## config.mk

```make
export PLATFORM = sky130hd
export DESIGN_NAME = staged_dac_word
export DESIGN_NICKNAME = d
export VERILOG_FILES = /design/src/rtl/dacw_pkg.sv /design/src/rtl/dacw_stage.sv /design/src/rtl/dacw_pend.sv /design/src/rtl/dacw_out.sv /design/src/rtl/staged_dac_word.sv
export SDC_FILE = /design/constraint.sdc
export NUM_CORES = 1
export LEC_CHECK = 0
export BUFFER_PORTS_ARGS = -buffer_cell sky130_fd_sc_hd__clkbuf_2
export CELL_PAD_IN_SITES_DETAIL_PLACEMENT = 0
export CELL_PAD_IN_SITES_GLOBAL_PLACEMENT = 1
export CORE_MARGIN = 3
export CORE_UTILIZATION = 25
export DETAILED_ROUTE_END_ITERATION = 6
export PLACE_DENSITY = 0.62
export SLEW_MARGIN = 20
export SYNTH_ARGS = -nofsm -noshare
export SYNTH_HDL_FRONTEND = slang
export SYNTH_HIERARCHICAL = 1
export SYNTH_SLANG_ARGS = --single-unit
```

## constraint.sdc

```tcl
create_clock -name clk -period 4.3 [get_ports clk]
set_input_delay 0.86 -clock clk [delete_from_list [all_inputs] [get_ports clk]]
set_output_delay 0.86 -clock clk [all_outputs]
set_load 0.01 [all_outputs]
```

## src/rtl/dacw_pkg.sv

```systemverilog
package dacw_pkg;
  localparam int unsigned BUS_W  = 8;
  localparam int unsigned CODE_W = 12;

  // how a cycle's strobes resolve onto the output register
  typedef enum logic [1:0] {
    SRC_HOLD   = 2'd0,
    SRC_DIRECT = 2'd1,
    SRC_PEND   = 2'd2
  } out_src_e;
endpackage

```

## src/rtl/dacw_stage.sv

```systemverilog
module dacw_stage #(
  parameter int unsigned BUS_W = 8
) (
  input  logic             clk,
  input  logic             rst,
  input  logic [BUS_W-1:0] din,
  input  logic             wr_lo,
  input  logic             wr_hi,
  output logic [BUS_W-1:0] lo_q
);
  // a simultaneous high write claims the shared bus byte
  logic take;
  assign take = wr_lo & ~wr_hi;

  always_ff @(posedge clk) begin
    if (rst)       lo_q <= '0;
    else if (take) lo_q <= din;
  end
endmodule

```

## src/rtl/dacw_pend.sv

```systemverilog
module dacw_pend #(
  parameter int unsigned CODE_W = 12
) (
  input  logic              clk,
  input  logic              rst,
  input  logic              defer_wr,
  input  logic              direct_wr,
  input  logic              upd,
  input  logic [CODE_W-1:0] new_code,
  output logic [CODE_W-1:0] pend_code,
  output logic              pend_v,
  output logic              fire
);
  // a direct write owns the output this cycle; pending waits
  assign fire = upd & pend_v & ~direct_wr;

  always_ff @(posedge clk) begin
    if (rst) begin
      pend_code <= '0;
      pend_v    <= 1'b0;
    end else if (defer_wr) begin
      pend_code <= new_code;
      pend_v    <= 1'b1;
    end else if (fire) begin
      pend_v    <= 1'b0;
    end
  end
endmodule

```

## src/rtl/dacw_out.sv

```systemverilog
module dacw_out
  import dacw_pkg::*;
#(
  parameter int unsigned CODE_W = 12
) (
  input  logic              clk,
  input  logic              rst,
  input  logic              direct_wr,
  input  logic [CODE_W-1:0] direct_code,
  input  logic              fire,
  input  logic [CODE_W-1:0] pend_code,
  output logic [CODE_W-1:0] code_q,
  output logic              load_q
);
  out_src_e src;

  always_comb begin
    if (direct_wr) src = SRC_DIRECT;
    else if (fire) src = SRC_PEND;
    else           src = SRC_HOLD;
  end

  always_ff @(posedge clk) begin
    if (rst) begin
      code_q <= '0;
      load_q <= 1'b0;
    end else begin
      load_q <= (src != SRC_HOLD);
      case (src)
        SRC_DIRECT: code_q <= direct_code;
        SRC_PEND:   code_q <= pend_code;
        default:    code_q <= code_q;
      endcase
    end
  end
endmodule

```

## src/rtl/staged_dac_word.sv

```systemverilog
module staged_dac_word #(
  parameter int unsigned BUS_W  = dacw_pkg::BUS_W,
  parameter int unsigned CODE_W = dacw_pkg::CODE_W
) (
  input  logic              clk,
  input  logic              rst,
  input  logic [BUS_W-1:0]  din,
  input  logic              wr_lo,
  input  logic              wr_hi,
  input  logic              sim_en,
  input  logic              upd,
  output logic [CODE_W-1:0] dac_code,
  output logic              dac_load
);
  localparam int unsigned HI_W = CODE_W - BUS_W;

  logic [BUS_W-1:0]  lo_q;
  logic [CODE_W-1:0] new_code;
  logic [CODE_W-1:0] pend_code;
  logic              pend_v;
  logic              fire;
  logic              direct_wr;
  logic              defer_wr;

  assign direct_wr = wr_hi & ~sim_en;
  assign defer_wr  = wr_hi &  sim_en;
  assign new_code  = {din[HI_W-1:0], lo_q};

  dacw_stage #(.BUS_W(BUS_W)) u_stage (
    .clk(clk), .rst(rst), .din(din), .wr_lo(wr_lo), .wr_hi(wr_hi), .lo_q(lo_q)
  );

  dacw_pend #(.CODE_W(CODE_W)) u_pend (
    .clk(clk), .rst(rst), .defer_wr(defer_wr), .direct_wr(direct_wr), .upd(upd),
    .new_code(new_code), .pend_code(pend_code), .pend_v(pend_v), .fire(fire)
  );

  dacw_out #(.CODE_W(CODE_W)) u_out (
    .clk(clk), .rst(rst), .direct_wr(direct_wr), .direct_code(new_code),
    .fire(fire), .pend_code(pend_code), .code_q(dac_code), .load_q(dac_load)
  );
endmodule

```

**After elaboration in Yosys (flattened, before gate mapping)**

Cells that the tools add are included.

- Register bits after elaboration: 34
- Output and inout port bits: 13
- Word-level logic and storage cells: 23

- Equal/unequal tests: 2
- Muxes and demuxes: 5
- Bitwise operators: 8
- Reductions and logical operators: 3

Operator list:

| kind | number |
|---|---|
| 12-bit one-hot mux with 2 select lines | 1 |
| 2-bit nonzero test | 3 |
| 1-bit AND | 5 |
| 2-bit 2-to-1 mux | 2 |
| 1-bit NOT | 3 |
| 2-bit by 1-bit == test with 1-bit output, second input constant | 1 |
| 2-bit == test, second input constant | 1 |
| 1-bit 2-to-1 mux | 2 |

**Depth between registers and ports, before layout**

Gate-level depths: netlist of the first run.

- Depth after elaboration: 8
- Gate-level depth with buffers: 7
- Depth with buffers taken out: 5

**Hierarchy**

Netlist of the first run, hierarchy kept.

By module, submodules not included:

| module | instances | cells an instance | area each (um^2) | sequential area each (um^2) |
|---|---|---|---|---|
| dacw_out | 1 | 57 | 600.6 | 260.2 |
| dacw_pend | 1 | 45 | 490.5 | 260.2 |
| dacw_stage | 1 | 34 | 359.1 | 160.2 |
| staged_dac_word | 1 | 2 | 16.3 | 0.0 |

**Least setup slack after synthesis of the first run**

Ideal clock, no wire load.

- Path type: input to register
- From: input sim_en
- To: register u_out.code_q[0]
- Data arrival time: 1.834 ns
- Data required time: 4.166 ns
- Setup slack: 2.332 ns
- Stages: 7
- Buffers on the path: 2
- Cells stage by stage: and2b_2 > nor2b_1 > and2_1 > buf_6 > buf_12 > mux2i_1 > a211oi_1

- Cells in the longest elaborated chain, start to end: 8
- Elaborated cells between the ends (all ways): 10
- Classes of those cells: eq/ne: 2; mux: 3; bitwise: 4; reduce/logical: 1

Ends and longest elaborated chain:

| what | RTL line | text |
|---|---|---|
| start: declaration | staged_dac_word.sv:10 | `input logic sim_en,` |
| 1-bit NOT (*) | staged_dac_word.sv:25 | `assign direct_wr = wr_hi & ~sim_en;` |
| 1-bit AND (*) | staged_dac_word.sv:25 |  |
| 1-bit NOT (*) | dacw_pend.sv:15 | `assign fire = upd & pend_v & ~direct_wr;` |
| 1-bit AND (*) | dacw_pend.sv:15 |  |
| via fire | staged_dac_word.sv:21 | `logic fire;` |
| 2-bit 2-to-1 mux (*) | dacw_out.sv:19 | `else if (fire) src = SRC_PEND;` |
| 2-bit 2-to-1 mux (*) | dacw_out.sv:18 | `if (direct_wr) src = SRC_DIRECT;` |
| 2-bit == test or 2-bit by 1-bit == test with 1-bit output (tied branches) | dacw_out.sv:29 | `case (src)` |
| 12-bit one-hot mux with 2 select lines or 2-bit nonzero test (tied branches) | n/a |  |
| end signal: assignment | dacw_out.sv:30 | `SRC_DIRECT: code_q <= direct_code;` |
| end signal: assignment | dacw_out.sv:31 | `SRC_PEND: code_q <= pend_code;` |
| end signal: assignment | dacw_out.sv:32 | `default: code_q <= code_q;` |
| end: declaration | dacw_out.sv:12 | `output logic [CODE_W-1:0] code_q,` |

The timed path passes the listed nets; every way through them passes the cells marked *.
A chain may end at the register's enable or synchronous reset.

**Worst setup path in the final report of the first run**

- From: input wr_hi
- To: register u_out.code_q[3]

- Cells in the longest elaborated chain, start to end: 7
- Elaborated cells between the ends (all ways): 9
- Classes of those cells: eq/ne: 2; mux: 3; bitwise: 3; reduce/logical: 1

Ends and longest elaborated chain:

| what | RTL line | text |
|---|---|---|
| start: declaration | staged_dac_word.sv:9 | `input logic wr_hi,` |
| 1-bit AND (*) | staged_dac_word.sv:25 |  |
| via direct_wr | staged_dac_word.sv:22 | `logic direct_wr;` |
| 1-bit NOT (*) | dacw_pend.sv:15 |  |
| 1-bit AND (*) | dacw_pend.sv:15 |  |
| via fire | staged_dac_word.sv:21 |  |
| 2-bit 2-to-1 mux (*) | dacw_out.sv:19 |  |
| 2-bit 2-to-1 mux (*) | dacw_out.sv:18 |  |
| 2-bit == test or 2-bit by 1-bit == test with 1-bit output (tied branches) | dacw_out.sv:29 |  |
| 12-bit one-hot mux with 2 select lines or 2-bit nonzero test (tied branches) | n/a |  |

Marks and branches as above.

==> results of run 1 <==
synth_stat cells:
library cell,instances
a211oi_1,12
and2_1,1
and2_2,1
and2b_2,1
and2b_4,1
buf_12,2
buf_2,3
buf_6,2
clkbuf_1,2
dfxtp_1,34
inv_1,2
mux2i_1,24
nand2b_1,9
nand4bb_1,8
nor2_1,14
nor2b_1,13
o21ai_1,7
o21ai_2,1
o22ai_1,1
cell families after synthesis:
kind of cell | count (synthesis)
flip-flops | 34
buffers and inverters | 11
AO/OA/AOI/OAI | 21
multiplexers | 24
AND/OR/NAND/NOR | 48
worst paths after layout:
path | startpoint | slack, ps | end | cells after the start
worst min-delay path | u_pend/pend_v | 470 | u_pend/pend_v | 2
worst max-delay path | wr_hi | 1870 | u_out/code_q[3] | 6
worst max register to register | u_pend/pend_v | 2820 | u_out/code_q[3] | 3
worst min register to register | u_pend/pend_v | 470 | u_pend/pend_v | 2
flip-flops by register name, summed over array words and instances, names as in the netlist:
name and count:
u_out/load_q 1, u_pend/pend_v 1, u_pend/pend_code 12, u_stage/lo_q 8, u_out/code_q 12
metal layers:
metal	global-route usage, %	vias up
met3	3.04	6
met4	4.90	0
met1	13.3	484
li1	-	528
met5	0	-
met2	14.7	27
stage by stage:
stage	total power [mW]	cell area, sq um
5_1_grt	0.682	1690
3_5_place_dp	0.415	1600
3_3_place_gp	0.416	1600
4_1_cts	0.657	1690
2_1_floorplan	0.393	1470
6_report	0.649	1690
worst reg2reg max path, cell delays in order (launching register included):
cell and delay [ps]:
dfxtp_1 320, and2_1 640, mux2i_1 170, a211oi_1 260
final cells by class:
cell class              instances  area, sq um
clock buffers                   7         86.3
well taps                      72         90.1
clock inverters                 1         5.00
flip-flops and latches         34          681
inverters                       2         7.51
fillers                       618         3920
multi-input cells              93          693
repair buffers                 26          130
power by group:
group | switching [mW] | internal (mW) | total (mW)
combinational | 0.0374 | 0.0315 | 0.0689
sequential | 0.00857 | 0.330 | 0.339
clock | 0.113 | 0.129 | 0.242
total | 0.159 | 0.491 | 0.649
==> run metrics, run 1 <==
antenna cells 0; max-slew violations 0; Setup Skew slightly below 5 ps; Yosys top cell area share 46.4%; Final min period 2430 ps; Worst setup EP type register; Root Buffer clkbuf_8; maximum clock path buffer count 2; met2 routed WL 1.32 mm; compound-cell area share of the yosys netlist under 10%; CTS tree yes; fin cells 235; met3 wire length roughly 160 um; Max Fclk 412 MHz; via/cell ratio roughly 4.4; worst endpoint required time about 4500 ps; sequential element share of the synthesized area 46.4%; fin crit share between 50% and 60%; outcome completed; final core utilization between 30% and 40%; post-synthesis net count about 150; top sig layer met4; Worst path top cell family by delay simple AND/OR/NAND/NOR gates; CTS buffer count 5; routed length per instance 13.3 um; Synth Cell Area 1470 sq um; crit path buf inv count 1; Crit Path Class in -> reg; Final HPWL DP between 2 and 2.5 mm; Ys Warns 6; postcts setup bufs 0; CTS resizes 0; Std-Cell Rows 27; post-synthesis adder-cell area fraction 0%; commonest non-fill, non-tap cells in the layout 34 x dfxtp_1, 26 x clkbuf_2, 24 x mux2i_1; main combinational cell family by area after synthesis simple AND/OR/NAND/NOR gates; mux contribution to synthesized area 16.4%; critical path startpoint category primary input; H-tree lvl count 2; WP data arrival between 2000 and 3000 ps; Sum Neg Setup Slack 0 ps; met1 wire length 1.59 mm; maxcap violations 0; hold slack between 400 and 500 ps; Gate Count Post-Synth about 140; DRC viols 0; antenna-violating nets left 0; die area slightly below 7000 sq um; actual slew at the worst max-slew pin ~800 ps; Final Hold Viols 0; Hold Path Class reg -> reg; cts hold-fix bufs 0; DRT Pass-1 Iters 4; commonest non-fill, non-tap cell in the layout dfxtp_1; Top Ports 27; initial antenna violation count 0; Total Routed Length between 3 and 4 mm; Die Ht 82.6 um; Avg Inst Size Synth approximately 11 sq um; Core Box Area approximately 5600 sq um; Critical Path Max Stage Delay approximately 670 ps; ranking of synthesized cells by area dfxtp_1 46%, mux2i_1 16%, a211oi_1 6.1%; Max IR drop VDD ~0.00013 V; share of cells above drive strength 1 22.7%; slew margin rel. 46.8%; leakage 0.639 nW; Final WS setup between 1500 and 2000 ps; Final Wtd Congestion approximately 0.67; First DRT Iteration DRCs roughly 70; Clock Latency Late Sink 280 ps; number of distinct library cells after synthesis 19; unrepaired setup endpoints after global routing false; xor and xnor area share after synthesis 0%; first-pass GRT wire length between 5 and 6 mm; post-synth top area cell dfxtp_1; Placed Instances roughly 230; crit path max-delay cell type and2_1; Initial Util a little over a quarter; GRT Residual Overflow 0; largest net degree at the start of global routing between 40 and 50; Place WS 1560 ps; IO Port Bufs 26; Area Overhead vs Synth 15.4%; total track usage ~10%; Yosys reg bits 34; fin nets about 180; via count ~1,000; CTS Sinks 34; Power Density 384 nW/um^2; final setup fails 0; crit path cell chain clkbuf_2, and2b_2, nor2b_1, and2_1, mux2i_1, a211oi_1; vias in the first global route 1,023; crit-path max FO 15; fraction of the mapped netlist area in simple logic gates roughly a fifth; Clock Pin Slew Worst Setup and Hold Paths roughly 70 ps; die width a little over 80 um
(Power assumes the default switching activity.)
==> run 2: changes to the inputs <==
ABC_AREA = 1   (was default)
PLACE_DENSITY = 0.67   (was 0.62)
clock period = 2 ns   (was 4.3 ns; I/O delays follow)
==> run 2 against run 1 <==
Effect of this change: sequential power is 110% higher; power rose by 110%; clock skew is 2.4 ps higher; combinational power increased by 120%; final cell count up 32%; sequential cell count stayed put; setup slack got worse by 1100 ps; utilization rose by 1.3 points; critical endpoint is now u_out/code_q[1]; largest cell class is now flip-flops and latches; largest power group unchanged.
==> run metrics, run 2 <==
H-tree lvl count 2 (unchanged); Final min period approximately 1200 ps; Gate Count Post-Synth 209 (was 138); Final Wtd Congestion 0.754 (was 0.670); worst endpoint required time 2180 ps (was 4490 ps); Yosys reg bits 34 (unchanged); Std-Cell Rows 27 (unchanged); Worst setup EP type register (unchanged); Area after DPL 1670 sq um (was 1600 sq um); Clock Pin Slew Worst Setup and Hold Paths 70 ps (about the same); fin crit share 59.9%; CTS tree yes (unchanged); vias in the first global route 1,314 (was 1,023); Final WS setup 802 ps (was 1870 ps); R2R cell count 7 (was 3); Crit Path Class in -> reg (unchanged); Max IR drop VDD 0.000256 V (was 0.000125 V); crit path cell chain clkbuf_2, inv_1, nor2_2, buf_4, nor2_2, buf_4, nand2_1, nand3_1, nand2_1, inv_1 (was clkbuf_2, and2b_2, nor2b_1, and2_1, mux2i_1, a211oi_1); CTS buffer count 5 (unchanged); sequential element share of the synthesized area 45.9% (was 46.4%); Die Ht 83.0 um (was 82.6 um); final core utilization 31.5% (was 30.2%); first-pass GRT wire length 6.22 mm (was 5.06 mm); GRT Residual Overflow 0 (unchanged); post-route design area 1760 sq um (was 1690 sq um); Hold Crit Depth 2 (unchanged); maximum clock path buffer count 2 (unchanged); net switching power 0.358 mW (was 0.159 mW); Total Routed Length 3.53 mm (was 3.13 mm); R2R Path End u_out/code_q[5] (was u_out/code_q[3]); Ys Warns 6 (unchanged); internal power 1.04 mW (was 0.491 mW); Worst path top cell family by delay buffers and inverters (was simple AND/OR/NAND/NOR gates); DRT Pass-1 Iters 6 (was 4); unrepaired setup endpoints after global routing false (unchanged); Final HPWL DP 2.48 mm (was 2.01 mm); Final Hold Viols 0 (unchanged); top sig layer met4 (unchanged); commonest non-fill, non-tap cell in the layout nand2_1 (was dfxtp_1); clock share of power 37.5% (was 37.2%); post-synthesis net count 223 (was 152); crit-path max FO 15 (unchanged); commonest cells in the netlist 70 x nand2_1, 34 x dfxtp_1, 32 x nand3_1 (was 34 x dfxtp_1, 24 x mux2i_1, 14 x nor2_1); number of distinct library cells after synthesis 15 (was 19); fillers 673 (was 618); RR Startpoint u_pend/pend_v (unchanged); met1 wire length 1.74 mm (was 1.59 mm); ranking of synthesized cells by area dfxtp_1 46%, nand2_1 18%, nand3_1 11% (was dfxtp_1 46%, mux2i_1 16%, a211oi_1 6.1%); most used flip-flop cell after synthesis dfxtp_1 (unchanged); Yosys top cell area share 45.9% (was 46.4%); met3 wire length 143 um (was 155 um); CTS resizes 0 (unchanged); antenna cells 0 (unchanged); initial antenna violation count 0 (unchanged); Sum Neg Setup Slack 0 ps (unchanged); WHS Endpoint u_pend/pend_code[9] (was u_pend/pend_v); Place WS 486 ps (was 1560 ps); crit path max-delay cell type buf_4 (was and2_1); commonest non-fill, non-tap cells in the layout 70 x nand2_1, 34 x dfxtp_1, 32 x nand3_1 (was 34 x dfxtp_1, 26 x clkbuf_2, 24 x mux2i_1); Critical Path Max Stage Delay 220 ps (was 670 ps); routed length per instance 11.3 um (was 13.3 um); die area 6890 sq um (was 6820 sq um); largest net degree at the start of global routing 16 (was 44); post-synth top area cell dfxtp_1 (unchanged); share of cells above drive strength 1 23.0% (was 22.7%); crit path buf inv count 5 (was 1); total track usage 11.3% (was 10.0%); Top Ports 27 (unchanged); met2 routed WL 1.56 mm (was 1.32 mm); postcts setup bufs 0 (unchanged); WP data arrival 1380 ps (was 2610 ps); IO Port Bufs 26 (unchanged); Area Overhead vs Synth 19.0% (was 15.4%); critical path startpoint category primary input (unchanged); Root Buffer clkbuf_8 (unchanged); final setup fails 0 (unchanged); CTS Sinks 34 (unchanged); First DRT Iteration DRCs 59 (was 72); fin nets 252 (was 176); antenna-violating nets left 0 (unchanged); maxcap violations 0 (unchanged); cts hold-fix bufs 0 (unchanged); most common cell in the synthesized netlist nand2_1 (was dfxtp_1); launch point of the worst hold path rst (was u_pend/pend_v); area occupied by multi-input gates 626 sq um (was 693 sq um); Initial Util 26.4% (was 26.1%); Sw Ratio 25.7% (was 24.4%); Comb power frac 10.7% (was 10.6%); Max Fclk 835 MHz; max-slew violations 0 (unchanged); Sequential Power Share 51.9% (was 52.1%); Hold Path Class in -> reg (was reg -> reg); Synth Cell Area 1480 sq um (was 1470 sq um); via count 1,280 (was 1,045); Core Box Area 5610 sq um (unchanged); Setup Skew 7.20 ps (was 4.82 ps); via/cell ratio 4.12 (was 4.45); slew margin rel. 73.5% (was 46.8%); Avg Inst Size Synth 7.09 sq um (was 10.6 sq um); Clock Latency Late Sink 290 ps (was 280 ps); register area 681 sq um (unchanged); outcome completed (unchanged); R2R Setup Slk 860 ps (was 2820 ps); fraction of registers with async set/reset 0% (unchanged); die width 83.0 um (was 82.6 um); Top Registers u_out/code_q: 12 flops, u_pend/pend_code: 12 flops, u_stage/lo_q: 8 flops (unchanged); leakage 0.882 nW (was 0.639 nW); DRC viols 0 (unchanged); EDFF count, synth 0 (unchanged); Power Density 791 nW/um^2 (was 384 nW/um^2); actual slew at the worst max-slew pin 396 ps (was 797 ps)
-- run 2: cells by family after synthesis --
kind of cell    after synthesis  synth area share [%]
buf+inv                      38                  11.9
compound gates               14                  7.51
flops                        34                  45.9
simple gates                123                  34.7
-- run 2: area by class of cell --
cell class                      instances  share of cell area, %
Sequential cell                        34                   38.6
Multi-Input combinational cell        137                   35.5
Timing Repair Buffer                   31                   9.50
Inverter                               29                   6.17
Tap cell                               72                   5.11
Clock buffer                            7                   4.89
Clock inverter                          1                  0.284
-- run 2: power by group through the flow --
stage / sequential (mW) / combinational [mW] / clock, mW
final: 0.724 / 0.149 / 0.523
after global routing: 0.728 / 0.173 / 0.572
after CTS: 0.724 / 0.152 / 0.546
after detailed placement: 0.739 / 0.152 / 0
after global placement: 0.739 / 0.151 / 0
after floorplan: 0.739 / 0.0994 / 0
-- run 2: worst max path at each step --
stage | slack, ps | depth (start not counted) | startpoint | end
final | 800 | 10 | wr_hi | u_out/code_q[1]
after global routing | 630 | 10 | wr_hi | u_out/code_q[9]
after CTS | 800 | 10 | wr_hi | u_out/code_q[9]
after detailed placement | 490 | 10 | wr_hi | u_out/code_q[9]
after global placement | 510 | 10 | wr_hi | u_out/code_q[3]
after floorplan | 680 | 9 | wr_hi | u_out/code_q[0]
-- run 2: through the flow --
step,hold slack (ps),total power [mW],cells
after global placement,454,0.890,303
after floorplan,434,0.838,209
after global routing,387,1.47,311
after detailed placement,458,0.891,303
after CTS,373,1.42,311
final,375,1.40,311
-- run 2: routing by layer --
metal	vias to the layer above	global-route usage [%]
met2	22	18.3
li1	697	-
met1	553	14.0
met3	8	2.88
met5	-	0
met4	0	5.35
-- run 2: worst reg2reg max path: stages, from the launching register on --
cell and delay [ps]:
dfxtp_1 320, nand2_1 60, nor2_1 160, buf_4 240, nand3_1 90, nand3_1 100, nand2_1 50, inv_1 60
==> run 3: changes to the inputs <==
clock period = 1.1 ns   (was 2 ns; I/O delays follow)
==> run 3 against run 2 <==
Effect of this change: clock skew decreased by 4.0 ps; count of clock-buffer cells in the layout unchanged; register-to-register slack got worse by 800 ps; combinational power increased by 120%; die area unchanged; setup slack got worse by 740 ps.
==> run metrics, run 3 (same netlist as run 2, synthesis figures left out) <==
outcome completed (unchanged); maximum clock path buffer count 2 (unchanged); CTS buffer count 5 (unchanged); Sw Ratio 26.0% (was 25.7%); antenna cells 0 (unchanged); postcts setup bufs 0 (unchanged); cts hold-fix bufs 0 (unchanged); max-slew violations 0 (unchanged); DRC viols 0 (unchanged); CTS tree yes (unchanged); slew margin rel. 80.7% (was 73.5%); Core Box Area 5610 sq um (unchanged); Top Registers u_out/code_q: 12 flops, u_pend/pend_code: 12 flops, u_stage/lo_q: 8 flops (unchanged); R2R cell count 8 (was 7); Final Hold Viols 0 (unchanged); antenna-violating nets left 0 (unchanged); Sequential Power Share 50.6% (was 51.9%); Power Density 1350 nW/um^2 (was 791 nW/um^2); GRT Residual Overflow 0 (unchanged); fin cells 319 (was 311); worst endpoint required time 1290 ps (was 2180 ps); Area Overhead vs Synth 29.8% (was 19.0%); die area 6890 sq um (unchanged); Root Buffer clkbuf_8 (unchanged); Hold Crit Depth 2 (unchanged); area occupied by multi-input gates 693 sq um (was 626 sq um); initial antenna violation count 0 (unchanged); fin nets 260 (was 252); final core utilization 34.3% (was 31.5%); final setup fails 0 (unchanged); Place WS -74.9 ps (was 486 ps); actual slew at the worst max-slew pin 289 ps (was 396 ps); Top Ports 27 (unchanged); WP data arrival 1230 ps (was 1380 ps); Clock Pin Slew Worst Setup and Hold Paths 70 ps (about the same); CP startpoint u_pend/pend_v (was wr_hi); Max IR drop VDD 0.000388 V (was 0.000256 V); register area 682 sq um (was 681 sq um); Final WS setup 57.9 ps (was 802 ps); internal power 1.93 mW (was 1.04 mW); First DRT Iteration DRCs 56 (was 59); Final min period 1040 ps; clock share of power 36.6% (was 37.5%); post-route design area 1920 sq um (was 1760 sq um); unrepaired setup endpoints after global routing true (was false); Die Ht 83.0 um (unchanged); Total Power 2.60 mW (was 1.40 mW); Std-Cell Rows 27 (unchanged); Final Wtd Congestion 0.749 (was 0.754); via count 1,346 (was 1,280); fin crit share 94.7%; routed length per instance 11.6 um (was 11.3 um); IO Port Bufs 26 (unchanged); Placed Instances 311 (was 303); Crit Path Class reg -> reg (was in -> reg); fillers 639 (was 673); RR Startpoint u_pend/pend_v (unchanged); total track usage 11.3% (about the same); via/cell ratio 4.22 (was 4.12); Clock Latency Late Sink 280 ps (was 290 ps); Initial Util 26.4% (unchanged); share of cells above drive strength 1 31.6% (was 23.0%); leakage 0.977 nW (was 0.882 nW); launch point of the worst hold path rst (unchanged); first-pass GRT wire length 6.20 mm (was 6.22 mm); commonest non-fill, non-tap cell in the layout nand2_1 (unchanged); net switching power 0.678 mW (was 0.358 mW); commonest non-fill, non-tap cells in the layout 62 x nand2_1, 33 x dfxtp_1, 27 x nand3_1 (was 70 x nand2_1, 34 x dfxtp_1, 32 x nand3_1); Area after DPL 1750 sq um (was 1670 sq um); crit-path max FO 6 (was 15); maxcap violations 0 (unchanged); vias in the first global route 1,327 (was 1,314); Max Fclk around 960 MHz; Comb power frac 12.7% (was 10.7%); Hold Path Class in -> reg (unchanged); die width 83.0 um (unchanged); Setup Skew 3.19 ps (was 7.20 ps); largest net degree at the start of global routing 14 (was 16); Final HPWL DP 2.57 mm (was 2.48 mm); DRT Pass-1 Iters 4 (was 6); Worst setup EP type register (unchanged); Total Routed Length 3.72 mm (was 3.53 mm); H-tree lvl count 2 (unchanged); CTS Sinks 34 (unchanged); critical path startpoint category register (was primary input)
-- run 3: cell type report --
cell class | count | share of cell area [%]
multi-input combinational | 137 | 36.0
timing repair buffer | 39 | 13.5
inverter | 29 | 5.66
clock inverter | 1 | 0.260
tap | 72 | 4.68
clock buffer | 7 | 4.49
sequential | 34 | 35.4
-- run 3: worst max-delay path, cell delays in order, from the launching register on --
cell	delay, ps
dfxtp_2	350
nand2_4	60
nor2_4	150
nor2_4	60
buf_6	130
nand2_2	50
nand3_2	50
nand2_1	60
inv_1	30
-- run 3: metrics by stage --
stage / hold WS, ps / TNS (ps)
after floorplan: 282 / 0
after global placement: 445 / -1000
after detailed placement: 445 / -794
after CTS: 138 / 0
after global routing: 142 / -241
final: 147 / 0
-- run 3: final timing paths --
kind,to,slack (ps)
setup / recovery,u_out/code_q[2],60
hold / removal,u_out/load_q,150
setup reg to reg,u_out/code_q[2],60
hold reg to reg,u_pend/pend_code[7],470
-- run 3: power by group through the flow --
stage                     logic [mW]  registers, mW  clock network, mW
after floorplan                0.182           1.34                  0
after global placement         0.310           1.34                  0
after detailed placement       0.310           1.34                  0
after CTS                      0.313           1.32              0.987
after global routing           0.373           1.32               1.04
final                          0.332           1.32              0.954
-- run 3: repair_timing --
action / in CTS / in global routing
pin swaps: 0 / 4
resized for setup: 2 / 21
setup endpoints to repair: 12 / 12
-- run 3: metal layers --
metal  up-vias  global-route usage (%)  part of all wire, %
met5         -                       0                    0
met4         0                    4.46                  1.3
met1       608                    13.8                   49
met2        23                    18.1                   46
met3         4                    4.27                  3.7
li1        711                       -                    -
